<file path="src/rtl/lmac_pkg.sv">
// Shared definitions for the long multiply-accumulate unit.
// Assumes a 4-bit operation code; the double-accumulate code is fixed.
package lmac_pkg;
    typedef enum logic [1:0] {
        KIND_ILL  = 2'd0,
        KIND_LONG = 2'd1,
        KIND_DACC = 2'd2
    } op_kind_t;

    localparam int unsigned OPW = 4;
    localparam logic [OPW-1:0] OP_DACC = 4'd4;
endpackage

</file>
<file path="src/rtl/lmac_decode.sv">
// Operation decoder: classifies the operation code and qualifies the
// control bits so that only long multiply may be signed, accumulate the
// 64-bit value or update flags. Purely combinational.
module lmac_decode
    import lmac_pkg::*;
(
    input  logic [OPW-1:0] op_code,
    input  logic           sel_signed,
    input  logic           sel_accum,
    input  logic           sel_flags,
    output op_kind_t       kind,
    output logic           use_signed,
    output logic           add_full,
    output logic           upd_flags
);
    // Classify the code and gate the control bits by mode.
    always_comb begin
        if (op_code == OP_DACC) begin
            kind = KIND_DACC;
        end else if (op_code[OPW-1]) begin
            kind = KIND_LONG;
        end else begin
            kind = KIND_ILL;
        end
        use_signed = (kind == KIND_LONG) && sel_signed;
        add_full   = (kind == KIND_LONG) && sel_accum;
        upd_flags  = (kind == KIND_LONG) && sel_flags;
    end
endmodule

</file>
<file path="src/rtl/lmac_mul_stage.sv">
// First pipeline stage: forms the 2W-bit product and the 2W-bit addend
// (full accumulator or the sum of two zero-extended words) and registers
// them with the decoded control. Advances only when 'adv' is high.
module lmac_mul_stage
    import lmac_pkg::*;
#(
    parameter int unsigned W = 32
) (
    input  logic            clk,
    input  logic            rst_n,
    input  logic            adv,
    input  logic            in_valid,
    input  op_kind_t        kind,
    input  logic            use_signed,
    input  logic            add_full,
    input  logic            upd_flags,
    input  logic [W-1:0]    src_a,
    input  logic [W-1:0]    src_b,
    input  logic [W-1:0]    acc_hi,
    input  logic [W-1:0]    acc_lo,
    output logic            s1_valid,
    output op_kind_t        s1_kind,
    output logic            s1_upd,
    output logic [2*W-1:0]  s1_prod,
    output logic [2*W-1:0]  s1_addend
);
    localparam int unsigned DW = 2 * W;

    logic signed [W:0]    ext_a;
    logic signed [W:0]    ext_b;
    logic signed [DW+1:0] full_prod;
    logic [DW-1:0]        addend;

    // Extend each operand by one bit, sign or zero, and multiply signed.
    always_comb begin
        ext_a     = {use_signed & src_a[W-1], src_a};
        ext_b     = {use_signed & src_b[W-1], src_b};
        full_prod = ext_a * ext_b;
    end

    // Select the addend by mode; double-accumulate sums two narrow words.
    always_comb begin
        if (kind == KIND_DACC) begin
            addend = {{W{1'b0}}, acc_hi} + {{W{1'b0}}, acc_lo};
        end else if (add_full) begin
            addend = {acc_hi, acc_lo};
        end else begin
            addend = '0;
        end
    end

    // Register stage-one results when the pipeline advances.
    always_ff @(posedge clk) begin
        if (!rst_n) begin
            s1_valid  <= 1'b0;
            s1_kind   <= KIND_ILL;
            s1_upd    <= 1'b0;
            s1_prod   <= '0;
            s1_addend <= '0;
        end else if (adv) begin
            s1_valid  <= in_valid;
            s1_kind   <= kind;
            s1_upd    <= upd_flags;
            s1_prod   <= full_prod[DW-1:0];
            s1_addend <= addend;
        end
    end
endmodule

</file>
<file path="src/rtl/lmac_acc_stage.sv">
// Second pipeline stage: adds product and addend modulo 2^(2W), then
// registers the result, write strobe, illegal indication and flags.
// Flags are state and change only on a flag-updating long multiply.
module lmac_acc_stage
    import lmac_pkg::*;
#(
    parameter int unsigned W = 32
) (
    input  logic            clk,
    input  logic            rst_n,
    input  logic            adv,
    input  logic            s1_valid,
    input  op_kind_t        s1_kind,
    input  logic            s1_upd,
    input  logic [2*W-1:0]  s1_prod,
    input  logic [2*W-1:0]  s1_addend,
    output logic            out_valid,
    output logic [2*W-1:0]  result,
    output logic            res_wr,
    output logic            op_illegal,
    output logic            flag_wr,
    output logic            flag_n,
    output logic            flag_z
);
    localparam int unsigned DW = 2 * W;

    logic [DW-1:0] sum;
    logic          legal;

    // Wrap-around add; the carry out of the top bit is dropped.
    always_comb begin
        sum   = s1_prod + s1_addend;
        legal = s1_valid && (s1_kind != KIND_ILL);
    end

    // Register the outputs and update flags only when requested.
    always_ff @(posedge clk) begin
        if (!rst_n) begin
            out_valid  <= 1'b0;
            result     <= '0;
            res_wr     <= 1'b0;
            op_illegal <= 1'b0;
            flag_wr    <= 1'b0;
            flag_n     <= 1'b0;
            flag_z     <= 1'b0;
        end else if (adv) begin
            out_valid  <= s1_valid;
            result     <= legal ? sum : '0;
            res_wr     <= legal;
            op_illegal <= s1_valid && (s1_kind == KIND_ILL);
            flag_wr    <= legal && s1_upd;
            if (legal && s1_upd) begin
                flag_n <= sum[DW-1];
                flag_z <= (sum == '0);
            end
        end
    end
endmodule

</file>
<file path="src/rtl/long_mac_unit.sv">
// Top of the long multiply-accumulate unit: decoder, product stage and
// accumulate stage joined by a single pipeline-wide advance signal.
// Assumes the consumer may stall with out_ready; a stall holds all stages.
module long_mac_unit
    import lmac_pkg::*;
#(
    parameter int unsigned W = 32
) (
    input  logic           clk,
    input  logic           rst_n,
    input  logic           in_valid,
    output logic           in_ready,
    input  logic [3:0]     op_code,
    input  logic           sel_signed,
    input  logic           sel_accum,
    input  logic           sel_flags,
    input  logic [W-1:0]   src_a,
    input  logic [W-1:0]   src_b,
    input  logic [W-1:0]   acc_hi,
    input  logic [W-1:0]   acc_lo,
    output logic           out_valid,
    input  logic           out_ready,
    output logic [W-1:0]   res_hi,
    output logic [W-1:0]   res_lo,
    output logic           res_wr,
    output logic           op_illegal,
    output logic           flag_wr,
    output logic           flag_n,
    output logic           flag_z
);
    localparam int unsigned DW = 2 * W;

    op_kind_t      kind;
    op_kind_t      s1_kind;
    logic          use_signed;
    logic          add_full;
    logic          upd_flags;
    logic          adv;
    logic          s1_valid;
    logic          s1_upd;
    logic [DW-1:0] s1_prod;
    logic [DW-1:0] s1_addend;
    logic [DW-1:0] result;

    // Pipeline advances unless a presented result is being held.
    always_comb begin
        adv      = !out_valid || out_ready;
        in_ready = adv;
        res_hi   = result[DW-1:W];
        res_lo   = result[W-1:0];
    end

    lmac_decode u_dec (
        .op_code    (op_code),
        .sel_signed (sel_signed),
        .sel_accum  (sel_accum),
        .sel_flags  (sel_flags),
        .kind       (kind),
        .use_signed (use_signed),
        .add_full   (add_full),
        .upd_flags  (upd_flags)
    );

    lmac_mul_stage #(.W(W)) u_mul (
        .clk        (clk),
        .rst_n      (rst_n),
        .adv        (adv),
        .in_valid   (in_valid),
        .kind       (kind),
        .use_signed (use_signed),
        .add_full   (add_full),
        .upd_flags  (upd_flags),
        .src_a      (src_a),
        .src_b      (src_b),
        .acc_hi     (acc_hi),
        .acc_lo     (acc_lo),
        .s1_valid   (s1_valid),
        .s1_kind    (s1_kind),
        .s1_upd     (s1_upd),
        .s1_prod    (s1_prod),
        .s1_addend  (s1_addend)
    );

    lmac_acc_stage #(.W(W)) u_acc (
        .clk        (clk),
        .rst_n      (rst_n),
        .adv        (adv),
        .s1_valid   (s1_valid),
        .s1_kind    (s1_kind),
        .s1_upd     (s1_upd),
        .s1_prod    (s1_prod),
        .s1_addend  (s1_addend),
        .out_valid  (out_valid),
        .result     (result),
        .res_wr     (res_wr),
        .op_illegal (op_illegal),
        .flag_wr    (flag_wr),
        .flag_n     (flag_n),
        .flag_z     (flag_z)
    );
endmodule

</file>
<file path="config.mk">
export PLATFORM = sky130hd
export DESIGN_NAME = long_mac_unit
export DESIGN_NICKNAME = d
export VERILOG_FILES = /design/src/rtl/lmac_pkg.sv /design/src/rtl/lmac_decode.sv /design/src/rtl/lmac_mul_stage.sv /design/src/rtl/lmac_acc_stage.sv /design/src/rtl/long_mac_unit.sv
export SDC_FILE = /design/constraint.sdc
export NUM_CORES = 2
export LEC_CHECK = 0
export ABC_AREA = 1
export BUFFER_PORTS_ARGS = -buffer_cell sky130_fd_sc_hd__clkbuf_2
export CAP_MARGIN = 10
export CELL_PAD_IN_SITES_DETAIL_PLACEMENT = 2
export CELL_PAD_IN_SITES_GLOBAL_PLACEMENT = 2
export CORE_ASPECT_RATIO = 0.9
export CORE_MARGIN = 4
export CORE_UTILIZATION = 35
export CTS_BUF_LIST = sky130_fd_sc_hd__clkbuf_4
export CTS_CLUSTER_SIZE = 25
export DETAILED_ROUTE_END_ITERATION = 7
export MAX_ROUTING_LAYER = met4
export PLACE_DENSITY_LB_ADDON = 0.3
export SYNTH_ARGS = -nofsm -noshare
export SYNTH_HDL_FRONTEND = slang
export SYNTH_SLANG_ARGS = --single-unit
</file>
<file path="constraint.sdc">
create_clock -name clk -period 7.7 [get_ports clk]
set_input_delay 0.77 -clock clk [delete_from_list [all_inputs] [get_ports clk]]
set_output_delay 0.77 -clock clk [all_outputs]
set_load 0.02 [all_outputs]
</file>
-- Word level (Yosys, flattened, before mapping)
Cells that the tools add are included.
- input bits: 139
- output and inout bits: 71
- logic and storage cells: 37
- bits in registers: 202
- bitwise operators: 2
- multipliers: 1
- add/sub/neg operators: 2
- equality and inequality tests: 3
- reductions and logical operators: 12
- mux-type cells: 5
- operators with widths (operator ; number):
    $mux 64 ; 3
    $add 64x64->64 ; 1
    $logic_not 64->1 ; 1
    $mul 33x33->64 ; 1
    $add 32x32->33 ; 1
    $logic_and 1x1->1 ; 6
    $eq 4x3->1 const B ; 1
    $and 1x1->1 ; 2
    $eq 2x1->1 const B ; 1
    $eq 2x2->1 const B ; 1
    $logic_not 2->1 ; 1
    $mux 2 ; 1
    $reduce_and 2->1 ; 1
    $reduce_bool 2->1 ; 1
    $logic_not 1->1 ; 1
    $logic_or 1x1->1 ; 1
    $mux 1 ; 1

-- Depth between registers and ports, before layout
- word-level depth: 6
- depth in mapped cells: 35

-- By module
A second synthesis with hierarchy kept.
- cell total of the unflattened synthesis: 7970
- area, all modules: 56321.5 µm²
- modules (own cells, without submodules) (module ; seq. area each (µm²) ; area each (µm²) ; cells an instance ; times used):
    lmac_mul_stage ; 2642.5 ; 47444.3 ; 6250 ; 1
    lmac_acc_stage ; 1401.3 ; 8821.0 ; 1705 ; 1
    lmac_decode ; 0.0 ; 48.8 ; 13 ; 1
    long_mac_unit ; 0.0 ; 7.5 ; 2 ; 1

-- Worst setup path before layout
Ideal clock, no wire load.
- path kind: in2reg
- start: in op_code[3]
- end: reg u_mul.s1_prod[62]
- setup slack: -0.293 ns
- cell stages on the path: 27
- setup time: 0.114 ns
- arrival time: 7.879 ns
- path buffers: 2
- path through: nand2_1 clkbuf_1 clkbuf_1 nor2_1 fa_1 inv_1 fa_1 inv_1 fa_1 inv_1 fa_1 fa_1 inv_1 fa_1 inv_1 fa_1 fa_1 inv_1 ha_1 inv_1 nor3_1 nand3_1 o221a_2 nand3_1 nand2_1 o21bai_1 inv_1
- longest elaborated chain between the ends: 6
- elaborated cells on any way between the ends: 8
- RTL lines (element ; RTL line ; source):
    start: declaration ; long_mac_unit.sv:13 ; input logic [3:0] op_code,
    $eq 4x3->1 or $mux 1 (tied branches) ; lmac_decode.sv:18, lmac_decode.sv:20 ;
    $mux 2 (*) ; lmac_decode.sv:18 ; if (op_code == OP_DACC) begin
    $eq 2x1->1 (*) ; lmac_decode.sv:25 ; use_signed = (kind == KIND_LONG) && sel_signed;
    $logic_and 1x1->1 (*) ; lmac_decode.sv:25 ;
    $and 1x1->1 (on tied branches) ; lmac_mul_stage.sv:36, lmac_mul_stage.sv:37 ;
    $mul 33x33->64 (*) ; lmac_mul_stage.sv:38 ; full_prod = ext_a * ext_b;
    end signal: assignment ; lmac_mul_stage.sv:64 ; s1_prod <= full_prod[DW-1:0];
    end: declaration ; lmac_mul_stage.sv:24 ; output logic [2*W-1:0] s1_prod,
Mark *: on every way between the ends. The rest lies on a longest branch, timed or not.
A chain may end at the register's enable or synchronous reset.

-- Final worst setup path
- start: in src_b[0]
- end: reg u_mul.s1_prod[31]
- longest elaborated chain between the ends: 1
- RTL lines (element ; RTL line ; source):
    start: declaration ; long_mac_unit.sv:18 ; input logic [W-1:0] src_b,
    $mul 33x33->64 ; lmac_mul_stage.sv:38 ;
No other way between the ends.

==> flow_summary_export.csv <==
group,metric,value,unit
detailed_routing,drt_pass1_iterations,7,
yosys,synth-main-ff-cell,"dfxtp_1",
grt,grt_usage,31.16,%
sta,min_period,7.526,ns
cts,cts.sinks,202,
grt,grt_pass1_vias,60360,
yosys,synth_area_leaders,"fa_1 42%, nand2_1 14%, inv_1 14%, dfxtp_1 7.4%, ha_1 7.1%",
grt,grt_max_degree,97,
floorplan,die_area,161500,sq um
worst_setup_path,cp_slowest_stage_delay,0.61,ns
worst_setup_path,cp_max_fo,10,
cells_and_area,mostFrequentLayoutCells,"2097 x nand2_1, 1955 x inv_1, 1122 x fa_1",
cts,path_clk_slew,0.08,ns
yosys,synth_edf_count,0,
detailed_routing,vias_per_cell,5.061,
floorplan,ioPinCount,210,
cts,cts_tree,"yes",
grt,antenna_found_initial,22,
sta,fmaxAchievable,132.9,MHz
yosys,ys_seq_area_share,7.447,%
placement,port_buffers,209,
yosys,synthCells,7409,
yosys,synth.distinct_cells,45,
sta,hold_violations,0,
cells_and_area,final_common_cell,"nand2_1",
worst_setup_path,path_class,"primary input to flop",
grt,grt-ovfl-total,0,
worst_setup_path,cpMostUsedCell,"inv_1",
worst_setup_path,critPathLaunchType,"primary input",
placement,gp_congestion,0.9422,
yosys,syn-num-nets,8982,
yosys,syn_area,54300,sq um
cells_and_area,fill_cells,18260,
job,cap_violations,0,
sta,skew,0.08405,ns
detailed_routing,drtAntennaViolNets,0,
detailed_routing,drt-initial-drc-count,2980,
worst_setup_path,cpMaxStageDelayCell,"fa_2",
detailed_routing,drt_wl_total,243700,um
placement,dp_hpwl,218000,um
grt,grt_pass1_wl,372700,um
sta,slew_headroom,23.62,%
sta,fin_crit_sh,97.74,%
sta,setup_viol,0,
status,outcome,"finished clean",
cells_and_area,nets,9517,
yosys,yosysWarnings,0,
cts,cts_buffers,55,
floorplan,fp-row-count,136,
yosys,ys_async_sr_fraction,0,%
sta,worst_pin_slew,1.144,ns
cells_and_area,fin_area,62770,sq um
yosys,post-synth-top-area-cell,"fa_1",
floorplan,die_h,381.7,um
yosys,synthDominantCellAreaShare,41.55,%
cts,hold_buffers,0,
floorplan,initial_core_util,35.38,%
sta,drv_slew,0,
worst_setup_path,setup.worst_path.end_class,"flop",
placement,dpl_cell_area,61950,sq um
yosys,ys_ff_latch,202,
worst_setup_path,cp.arrival,8.25,ns
worst_setup_path,cp.required,8.42,ns
cts,cts.path.max_buffers,3,
cells_and_area,area_growth,15.59,%
floorplan,core_area,153500,sq um
detailed_routing,wl_per_cell,24.23,um
min_path,min_path_type,"primary input to flop",
cts,worstSkewPairLatency,0.85,ns
detailed_routing,num_vias,50880,
detailed_routing,drcViolationCount,0,
cells_and_area,drive_gt1_share,12.61,%
yosys,syn_avg_cell_area,7.329,sq um
cts,root_buffer,"clkbuf_4",
cts,cts-htree-levels,2,
floorplan,dieWidth,423.2,um
-- metrics by stage --
step	worst slack (ns)	utilization, %	hold WS [ns]	std cells	TNS (ns)
2_1_floorplan	0.05813	-	0.4453	7409	0
3_3_place_gp	-0.4938	40.36	0.4519	9955	-7.563
3_5_place_dp	-0.8721	40.36	0.4623	9955	-22.00
4_1_cts	0.01330	40.78	0.1432	10050	0
5_1_grt	-0.03568	40.89	0.1701	10050	-0.03568
6_report	0.1739	40.90	0.2106	10050	0
-- metal layers --
metal / vias up / global-route usage, % / part of all wire, %
met5: - / - / 0
met2: 1132 / 54.10 / 50
met4: 0 / 7.057 / 2.5
met3: 309 / 2.241 / 3.8
met1: 26850 / 39.87 / 43
li1: 22590 / - / -
-- path summary, 6_finish.rpt --
path,start,to,slack [ns],depth (start not counted)
min reg2reg,u_acc.result[44],u_acc.result[44],0.47,2
max,src_b[0],u_mul.s1_prod[31],0.17,30
max reg2reg,u_mul.s1_addend[0],u_acc.flag_z,3.50,18
min,acc_lo[26],u_mul.s1_addend[26],0.21,3
-- synthesized netlist by cell type (all sizes together), types with 26 or more instances --
master,count
a21oi,304
a31oi,41
clkbuf,294
dfxtp,202
fa,1127
ha,307
inv,1980
nand2,2108
nand3,216
nand4,38
nor2,336
nor3,28
o211ai,26
o21ai,189
o21bai,35
xnor2,34
-- logic make-up after synthesis --
group,count (synthesis),synth area share (%)
XOR/XNOR,55,0.8871
buffers and inverters,2287,15.81
AND/OR/NAND/NOR,2784,20.59
flip-flops,202,7.447
AO/OA/AOI/OAI,647,6.647
adder cells (fa/ha/maj),1434,48.62
-- state kept, by name, indices dropped and copies added (netlist names) --
name,cells
u_acc.flag_z,1
u_mul.s1_kind,2
u_mul.s1_prod,64
u_acc.op_illegal,1
u_acc.res_wr,1
u_acc.flag_n,1
u_acc.out_valid,1
u_acc.result,64
u_acc.flag_wr,1
u_mul.s1_valid,1
u_mul.s1_upd,1
u_mul.s1_addend,64
-- critical path: cells and delay by family --
kind	cells	cell delay [ns]
buf+inv	12	1.20
fa+ha+maj	9	4.64
simple gates	1	0.08
compound gates	8	1.52
-- final cells by class --
| cell class | instances | area [sq um] | area share [%] |
|---|---|---|---|
| clock inverter | 14 | 67.56 | 0.1076 |
| multi-input combinational | 4920 | 41830 | 66.64 |
| timing repair buffer | 780 | 6183 | 9.851 |
| clock buffer | 77 | 578.1 | 0.9209 |
| inverter | 1985 | 7461 | 11.89 |
| sequential | 202 | 4044 | 6.442 |
| antenna | 6 | 15.01 | 0.02392 |
| tap | 2070 | 2590 | 4.126 |
-- repair_timing --
action	4_1_cts	5_1_grt
buffers inserted	0	2
endpoints found under the setup margin	0	20
endpoints found under the hold margin	0	0
gates resized for setup	0	36
Power is not shown: default switching activity piles up to over one toggle a cycle in this logic, so the estimate is an artifact.
